$ cat src/rtl/opsh_pkg.sv
package opsh_pkg;

   typedef enum logic [1:0] {
      SH_LL = 2'd0,
      SH_LR = 2'd1,
      SH_AR = 2'd2,
      SH_RR = 2'd3
   } sh_kind_e;

   localparam int KIND_CODE_W = 3;

endpackage

$ cat src/rtl/opsh_amt_decode.sv
module opsh_amt_decode #(
   parameter int W     = 32,
   parameter int AMT_W = 8
) (
   input  logic [AMT_W-1:0]      amt_i,
   output logic                  amt_zero_o,
   output logic                  amt_full_o,
   output logic                  amt_over_o,
   output logic [$clog2(W)-1:0]  amt_lo_o
);
   localparam int LG = $clog2(W);
   localparam logic [AMT_W-1:0] W_AMT = AMT_W'(W);

   if (AMT_W <= LG) begin : g_bad_amt
      $error("opsh_amt_decode: AMT_W must be able to hold the width");
   end

   assign amt_zero_o = (amt_i == '0);
   assign amt_full_o = (amt_i == W_AMT);
   assign amt_over_o = (amt_i >  W_AMT);
   assign amt_lo_o   = amt_i[LG-1:0];
endmodule

$ cat src/rtl/opsh_stage_chain.sv
module opsh_stage_chain #(
   parameter int W = 32
) (
   input  logic [W-1:0]          din_i,
   input  logic [$clog2(W)-1:0]  shamt_i,
   input  logic                  fill_i,
   input  logic                  wrap_i,
   output logic [W-1:0]          dout_o
);
   localparam int LG = $clog2(W);

   logic [W-1:0] stg [LG+1];

   assign stg[0] = din_i;

   for (genvar k = 0; k < LG; k++) begin : g_stage
      localparam int S = 1 << k;
      logic [S-1:0] top_in;
      assign top_in     = wrap_i ? stg[k][S-1:0] : {S{fill_i}};
      assign stg[k+1]   = shamt_i[k] ? {top_in, stg[k][W-1:S]} : stg[k];
   end

   assign dout_o = stg[LG];
endmodule

$ cat src/rtl/opsh_carry_pick.sv
module opsh_carry_pick #(
   parameter int W = 32
) (
   input  logic [W-1:0]          din_i,
   input  logic [$clog2(W)-1:0]  shamt_i,
   input  logic                  left_i,
   output logic                  cbit_o
);
   localparam int LG = $clog2(W);
   localparam logic [LG-1:0] ONE = LG'(1);

   logic [LG-1:0] idx;

   always_comb begin
      if (left_i) idx = '0 - shamt_i;
      else        idx = shamt_i - ONE;
   end

   assign cbit_o = din_i[idx];
endmodule

$ cat src/rtl/opsh_barrel.sv
module opsh_barrel #(
   parameter int W     = 32,
   parameter int AMT_W = 8
) (
   input  logic [W-1:0]                     opnd_i,
   input  logic [opsh_pkg::KIND_CODE_W-1:0] kind_i,
   input  logic [AMT_W-1:0]                 amt_i,
   input  logic                             carry_i,
   output logic [W-1:0]                     result_o,
   output logic                             carry_o
);
   import opsh_pkg::*;

   localparam int LG = $clog2(W);
   localparam logic [AMT_W-1:0] W_AMT = AMT_W'(W);

   if (W < 2 || (1 << LG) != W) begin : g_bad_width
      $error("opsh_barrel: W must be a power of two of at least 2");
   end

   sh_kind_e      kind;
   logic          unused_kind_hi;
   logic          amt_zero, amt_full, amt_over;
   logic [LG-1:0] amt_lo;
   logic [W-1:0]  opnd_rev, left_rev, left_res, right_res;
   logic          msb, right_fill, cpick;

   assign kind           = sh_kind_e'(kind_i[1:0]);
   assign unused_kind_hi = kind_i[2];
   assign msb            = opnd_i[W-1];
   assign right_fill     = (kind == SH_AR) && msb;

   opsh_amt_decode #(.W(W), .AMT_W(AMT_W)) dec_i (
      .amt_i      (amt_i),
      .amt_zero_o (amt_zero),
      .amt_full_o (amt_full),
      .amt_over_o (amt_over),
      .amt_lo_o   (amt_lo)
   );

   for (genvar i = 0; i < W; i++) begin : g_rev
      assign opnd_rev[i] = opnd_i[W-1-i];
      assign left_res[i] = left_rev[W-1-i];
   end

   opsh_stage_chain #(.W(W)) left_chain_i (
      .din_i   (opnd_rev),
      .shamt_i (amt_lo),
      .fill_i  (1'b0),
      .wrap_i  (1'b0),
      .dout_o  (left_rev)
   );

   opsh_stage_chain #(.W(W)) right_chain_i (
      .din_i   (opnd_i),
      .shamt_i (amt_lo),
      .fill_i  (right_fill),
      .wrap_i  (kind == SH_RR),
      .dout_o  (right_res)
   );

   opsh_carry_pick #(.W(W)) carry_pick_i (
      .din_i   (opnd_i),
      .shamt_i (amt_lo),
      .left_i  (kind == SH_LL),
      .cbit_o  (cpick)
   );

   always_comb begin
      result_o = opnd_i;
      carry_o  = carry_i;
      case (kind)
         SH_LL, SH_LR: begin
            if (amt_zero) begin
               result_o = opnd_i;
               carry_o  = carry_i;
            end else if (amt_over) begin
               result_o = '0;
               carry_o  = 1'b0;
            end else if (amt_full) begin
               result_o = '0;
               carry_o  = cpick;
            end else begin
               result_o = (kind == SH_LL) ? left_res : right_res;
               carry_o  = cpick;
            end
         end
         SH_AR: begin
            if (amt_zero) begin
               result_o = opnd_i;
               carry_o  = carry_i;
            end else if (amt_full || amt_over) begin
               result_o = {W{msb}};
               carry_o  = msb;
            end else begin
               result_o = right_res;
               carry_o  = cpick;
            end
         end
         SH_RR: begin
            if (amt_zero) begin
               result_o = {carry_i, opnd_i[W-1:1]};
               carry_o  = opnd_i[0];
            end else begin
               result_o = right_res;
               carry_o  = cpick;
            end
         end
         default: begin
            result_o = opnd_i;
            carry_o  = carry_i;
         end
      endcase
   end

   always_comb begin
      if (amt_i == '0 && kind != SH_RR) begin
         assert_zero_pass_R1: assert (result_o == opnd_i && carry_o == carry_i)
            else $error("zero amount did not pass operand and carry");
      end
      if (kind == SH_LL && amt_i != '0 && amt_i < W_AMT) begin
         assert_left_zero_fill_R2: assert (result_o[0] == 1'b0)
            else $error("left shift left a one in bit 0");
      end
      if (kind == SH_AR && amt_i != '0) begin
         assert_arith_sign_R5: assert (result_o[W-1] == opnd_i[W-1])
            else $error("arithmetic right lost the sign bit");
      end
      if ((kind == SH_LL || kind == SH_LR) && amt_i > W_AMT) begin
         assert_logic_over_R7: assert (result_o == '0 && carry_o == 1'b0)
            else $error("logical shift past width not cleared");
      end
      if (kind == SH_AR && amt_i >= W_AMT) begin
         assert_arith_sat_R8: assert (result_o == {W{opnd_i[W-1]}} && carry_o == opnd_i[W-1])
            else $error("arithmetic saturation wrong");
      end
      if (kind == SH_RR && amt_i != '0) begin
         assert_rot_carry_R9: assert (carry_o == result_o[W-1])
            else $error("rotate carry differs from result top bit");
      end
      if (kind == SH_RR && amt_i == '0) begin
         assert_rrx_R10: assert (result_o[W-1] == carry_i && carry_o == opnd_i[0])
            else $error("rotate through carry wrong");
      end
   end
endmodule

$ cat config.mk
export PLATFORM = sky130hd
export DESIGN_NAME = opsh_barrel
export DESIGN_NICKNAME = d
export VERILOG_FILES = /design/src/rtl/opsh_pkg.sv /design/src/rtl/opsh_amt_decode.sv /design/src/rtl/opsh_stage_chain.sv /design/src/rtl/opsh_carry_pick.sv /design/src/rtl/opsh_barrel.sv
export SDC_FILE = /design/constraint.sdc
export NUM_CORES = 1
export LEC_CHECK = 0
export BUFFER_PORTS_ARGS = -buffer_cell sky130_fd_sc_hd__buf_2
export CAP_MARGIN = 15
export CORE_ASPECT_RATIO = 0.5
export CORE_MARGIN = 2
export CORE_UTILIZATION = 40
export DETAILED_ROUTE_END_ITERATION = 8
export SYNTH_ARGS = -nofsm -noshare
export SYNTH_HDL_FRONTEND = slang
export SYNTH_SLANG_ARGS = --single-unit
$ cat constraint.sdc
create_clock -name vclk -period 5
set_input_delay 0.25 -clock vclk [all_inputs]
set_output_delay 0.25 -clock vclk [all_outputs]
set_load 0.05 [all_outputs]
After elaboration in Yosys (flattened, before gate mapping)

Cells that the tools add are included.
Widths: inputs -> output; s select.

Register bits: 0
Latch bits: 0
Bits in writable memories: 0
ROM bits: 0
Input bits: 44
Output and inout port bits: 33
Logic and storage cells: 45
Memories: 0

$add $sub $neg: 2
Multiply operators: 0
Divide/modulo/power cells: 0
Magnitude comparators: 2
Equal/unequal tests: 4
Shift operators: 0
Muxes and demuxes: 32
Bitwise gates (word level): 0
Reductions and logical operators: 5

Operators with widths:

| cell                | number |
|---|---|
| $mux 32             | 17 |
| $pmux 32 s3         | 1 |
| $mux 16             | 1 |
| $eq 8x6->1 const B  | 1 |
| $gt 8x6->1 const B  | 1 |
| $logic_not 8->1     | 1 |
| $mux 8              | 1 |
| $mux 1              | 7 |
| $lt 5x6->1 const B  | 1 |
| $bmux 1 s5          | 1 |
| $mux 5              | 1 |
| $sub 1x5->5 const A | 1 |
| $sub 5x1->5 const B | 1 |
| $eq 2x2->1 const B  | 2 |
| $mux 4              | 1 |
| $pmux 1 s3          | 1 |
| $eq 2x1->1 const B  | 1 |
| $logic_not 2->1     | 1 |
| $mux 2              | 1 |
| $reduce_or 2->1     | 1 |
| $logic_and 1x1->1   | 1 |
| $logic_or 1x1->1    | 1 |

Logic depth before layout (Yosys ltp)

Depth in word-level cells: 17
Gate-level depth with buffers: 13

Modules after synthesis

Synthesis repeated with hierarchy kept, for this count alone.

Cell total of the unflattened synthesis: 877
Area, all modules: 7,536.0 um^2

Modules (own cells, without submodules):

| module           | times used | cells an instance | area an instance (um^2) | sequential area each (um^2) |
|---|---|---|---|---|
| opsh_stage_chain | 2          | 254               | 2,233.4                 | 0.0 |
| opsh_barrel      | 1          | 280               | 2,273.4                 | 0.0 |
| opsh_carry_pick  | 1          | 77                | 714.4                   | 0.0 |
| opsh_amt_decode  | 1          | 12                | 81.3                    | 0.0 |

Least setup slack after synthesis

Ideal clock, no wire load.

Path kind: input -> output
Start point: input port amt_i[1]
End point: output port result_o[31]
Data arrival time: 4,275 ps
Required time: 4,750 ps
Setup slack: 475 ps
Stages: 11
Buffers on the path: 5
Cells stage by stage: inv_1 buf_2 buf_2 buf_4 ha_1 or4b_2 buf_2 nor2_2 buf_2 a2111oi_2 nor4b_1

Longest elaborated chain between the ends: 10
Elaborated cells on any way between the ends: 23
Those cells by class: order compare: 1; eq/ne: 1; mux: 19; reduce/logical: 2

Ends and longest elaborated chain:

| what                               | line                                           | text |
|---|---|---|
| from (decl)                        | opsh_barrel.sv:7                               | `input logic [AMT_W-1:0] amt_i,` |
| $mux 32                            | opsh_stage_chain.sv:20                         | `assign stg[k+1] = shamt_i[k] ? {top_in, stg[k][W-1:S]} : stg[k];` |
| $mux 4 or $mux 32 (tied branches)  | opsh_stage_chain.sv:19, opsh_stage_chain.sv:20 |  |
| $mux 32 or $mux 8 (tied branches)  | opsh_stage_chain.sv:20, opsh_stage_chain.sv:19 |  |
| $mux 32 or $mux 16 (tied branches) | opsh_stage_chain.sv:20, opsh_stage_chain.sv:19 |  |
| $mux 32                            | opsh_stage_chain.sv:20                         |  |
| $mux 32                            | opsh_barrel.sv:84                              | `result_o = (kind == SH_LL) ? left_res : right_res;` |
| $mux 32                            | opsh_barrel.sv:80                              | `end else if (amt_full) begin` |
| $mux 32                            | opsh_barrel.sv:77                              | `end else if (amt_over) begin` |
| $mux 32                            | opsh_barrel.sv:74                              | `if (amt_zero) begin` |
| $pmux 32 s3 (*)                    | opsh_barrel.sv:72                              | `case (kind)` |
| to (decl)                          | opsh_barrel.sv:9                               | `output logic [W-1:0] result_o,` |

Every way passes the cells marked *; elsewhere a longest branch is shown, timed or not.

Worst setup path after layout

Start point: input port amt_i[0]
End point: output port result_o[14]

Longest elaborated chain between the ends: 11
Elaborated cells on any way between the ends: 25
Those cells by class: order compare: 1; eq/ne: 1; mux: 21; reduce/logical: 2

Ends and longest elaborated chain:

| what                              | line |
|---|---|
| $mux 32                           | opsh_stage_chain.sv:20 |
| $mux 2 or $mux 32 (tied branches) | opsh_stage_chain.sv:19, opsh_stage_chain.sv:20 |
| $mux 32 or $mux 4 (tied branches) | opsh_stage_chain.sv:20, opsh_stage_chain.sv:19 |
| $mux 32 or $mux 8 (tied branches) | opsh_stage_chain.sv:20, opsh_stage_chain.sv:19 |
| $mux 32 (2 in a row)              | opsh_stage_chain.sv:20 |
| $mux 32                           | opsh_barrel.sv:84 |
| $mux 32                           | opsh_barrel.sv:80 |
| $mux 32                           | opsh_barrel.sv:77 |
| $mux 32                           | opsh_barrel.sv:74 |
| $pmux 32 s3 (*)                   | opsh_barrel.sv:72 |

Marked as above.

==> results by group <==
Status
  • Status: completed

Layout
  • Register area: 0 um^2
  • Leading cell type in the layout, fill and taps excluded: mux2i_1
  • Design area: 0.00681 mm^2
  • Layout Utilization: 43.4%
  • Layout sequential cell count: 0
  • Most frequent cells in the layout: 82 x mux2i_1, 81 x nor2_1, 75 x nand2_1, 75 x buf_2, 62 x mux4_2
  • Final nets: 876
  • Area taken by multi-input logic gates: 0.00595 mm^2
  • Layout cell share with drive strength beyond 1: 27.6%
  • Antenna cell count: 0
  • Final-layout clock buffer total: 0
  • Area Growth Syn to Fin: 4.02%
  • Fillers: 1661

Die
  • DIE WIDTH: 185 um
  • Die ar.: 0.0175 mm^2
  • Initial Util: 41.7%
  • Die Height: 94.4 um
  • Top-level I/O count: 77
  • Cell row count: 32
  • Core area: 0.0157 mm^2

Synth
  • Post-Syn Instances: 840
  • Mapped Nets: 885
  • Sequential fraction of the synthesis area: 0%
  • Synth warn: 0
  • Synth unique cells: 79
  • Synthesized area: 0.00654 mm^2
  • Avg Inst Size Synth: 7.79 um^2

Detailed routing
  • 1st-pass router iterations: 9
  • Starting DRC count in detailed routing: 1351
  • Via Count: 8023
  • # DRC: 0
  • Routed length per instance: 33.9 um
  • Vias/cell: 7.64
  • Antenna violation net count after detailed routing: 0
  • Drt total wl: 35600 um

Timing
  • Slew margin rel.: 22.4%
  • Fmax: 256 MHz
  • Final setup fails: 0
  • Final hold viol count: 0
  • Max-slew violations: 0
  • Tmin final: 3.91 ns
  • Unrepaired setup endpoints after global routing: no
  • Actual slew at the worst max-slew pin: 1.15 ns
  • Period utilisation layout: 78.3%
  • Setup WS post-layout: 1.09 ns
  • Setup tns final: 0 ns

Placement
  • Worst slack at placement: 1.17 ns
  • Post-DP Area: 0.00681 mm^2
  • PortBufs: 76
  • Post-DP HPWL: 26400 um
  • Routability cong.: 1.09

Power and ir drop
  • Internal cell power: 333 uW
  • Switching fraction of total power: 66.9%
  • Comb pwr share: 100.0%
  • Clock Power Share: 0%
  • Static Leakage: 2.57 nW
  • P per Cell Area: 148 mW/mm^2
  • Max VDD drop: 0.0911 mV
  • Sw Pwr: 672 uW
  • Seq pwr share: 0%

CTS
  • Post-cts resize count: 0
  • Post-CTS setup buffer count: 0
  • Hold_buf cts: 0

Global routing
  • Pin count of the biggest net entering global routing: 62
  • Initial antenna violation count: 0
  • Overall Global Routing Usage: 40.4%
  • First-pass GRT wire length: 51100 um
  • Total gr overflow: 0
  • Vias in the first global route: 7194

Setup path
  • Worst EP required: 4.75 ns
  • Crit path buf inv count: 3
  • Largest delay contributor family on the critical path: buffers and inverters
  • Crit path DAT: 3.66 ns
  • Worst path cell trace: buf_4 > buf_4 > mux4_2 > mux2i_1 > a2bb2oi_1 > and3_1 > a2111oi_2 > o21ai_1 > buf_2
  • CP max-delay cell: mux4_2
  • Crit path capture type: output pin
  • Max incr delay on CP: 0.60 ns
  • CP max FO: 38
  • Startpoint Class: input port
  • Most used cell, CP: buf_4
  • Crit Path Class: input port to output pin

Job
  • Total of max-cap violations: 0

Worst hold path
  • Min-Delay Path Class: input port to output pin
==> final cells by class <==
| type | count | area share (%) |
|---|---|---|
| Timing Repair Buffer | 96 | 7.83 |
| Multi-Input combinational cell | 720 | 87.4 |
| Inverter | 13 | 0.717 |
| Tap cell | 221 | 4.06 |
==> cells in the mapped netlist (all sizes together), types with 3 or more instances <==
cell type	number	share of area [%]
buf	40	4.5
o21a	4	0.46
o311ai	5	0.67
clkbuf	67	3.8
o21ai	63	4.8
a221oi	6	0.80
o2111ai	4	0.54
o221ai	10	1.3
nor2b	7	0.67
nor4	4	0.48
a31oi	13	1.2
a21oi	59	4.5
o32ai	8	1.1
xnor2	5	0.78
and3	3	0.29
or3	7	0.67
and2	4	0.38
nand2b	3	0.29
a2bb2oi	8	1.1
mux4	62	21
o211ai	11	1.3
a32oi	3	0.40
inv	11	0.63
a211oi	13	1.5
or2	3	0.29
a222oi	3	0.46
nor3	16	1.2
a22oi	15	1.7
nor2	82	4.7
nand2	75	4.3
o31ai	5	0.57
a221o	4	0.61
nand3	16	1.2
mux2	61	11
a211o	6	0.80
o22ai	13	1.2
mux2i	83	13
==> metal layers <==
metal / up-vias / share of wire [%] / GRT usage, %
li1: 3296 / - / -
met4: 0 / 2.3 / 7.41
met3: 66 / 18 / 16.5
met5: - / 0 / 0
met1: 3958 / 43 / 60.0
met2: 703 / 37 / 53.8
==> power by group through the flow <==
| stage | registers (mW) | clock network (mW) | logic (mW) |
|---|---|---|---|
| 2_1_floorplan | 0 | 0 | 0.673 |
| 3_3_place_gp | 0 | 0 | 0.955 |
| 3_5_place_dp | 0 | 0 | 0.956 |
| 4_1_cts | 0 | 0 | 0.959 |
| 5_1_grt | 0 | 0 | 1.04 |
| 6_report | 0 | 0 | 1.01 |
==> cell families (layout without fill, tap and decap cells) <==
| group | count (synthesis) | after routing | share of synthesized area [%] |
|---|---|---|---|
| AOI/OAI and AO/OA | 275 | 275 | 28.3 |
| xor gates and xnor gates | 5 | 5 | 0.784 |
| adders and majority gates | 1 | 1 | 0.191 |
| buffers and inverters | 120 | 109 | 9.10 |
| muxes | 206 | 206 | 45.2 |
| and+or+nand+nor | 233 | 233 | 16.4 |
==> tightest hold or removal path, stage by stage <==
cell      delay (ns)
buf_2           0.19
a21oi_1         0.15
a221oi_1        0.09
buf_2           0.21
==> final timing paths <==
check / start / endpoint / cells past startpoint
max: amt_i[0] / result_o[14] / 9
min: opnd_i[24] / result_o[24] / 4
==> metrics by stage <==
| stage | hold WS, ns | power, mW | cells |
|---|---|---|---|
| after global routing | 1.15 | 1.04 | 1050 |
| after CTS | 1.13 | 0.959 | 1050 |
| final | 1.14 | 1.01 | 1050 |
| after floorplan | 0.940 | 0.673 | 840 |
| after detailed placement | 1.12 | 0.956 | 1050 |
| after global placement | 1.12 | 0.955 | 1050 |
(Power assumes the default switching activity.)
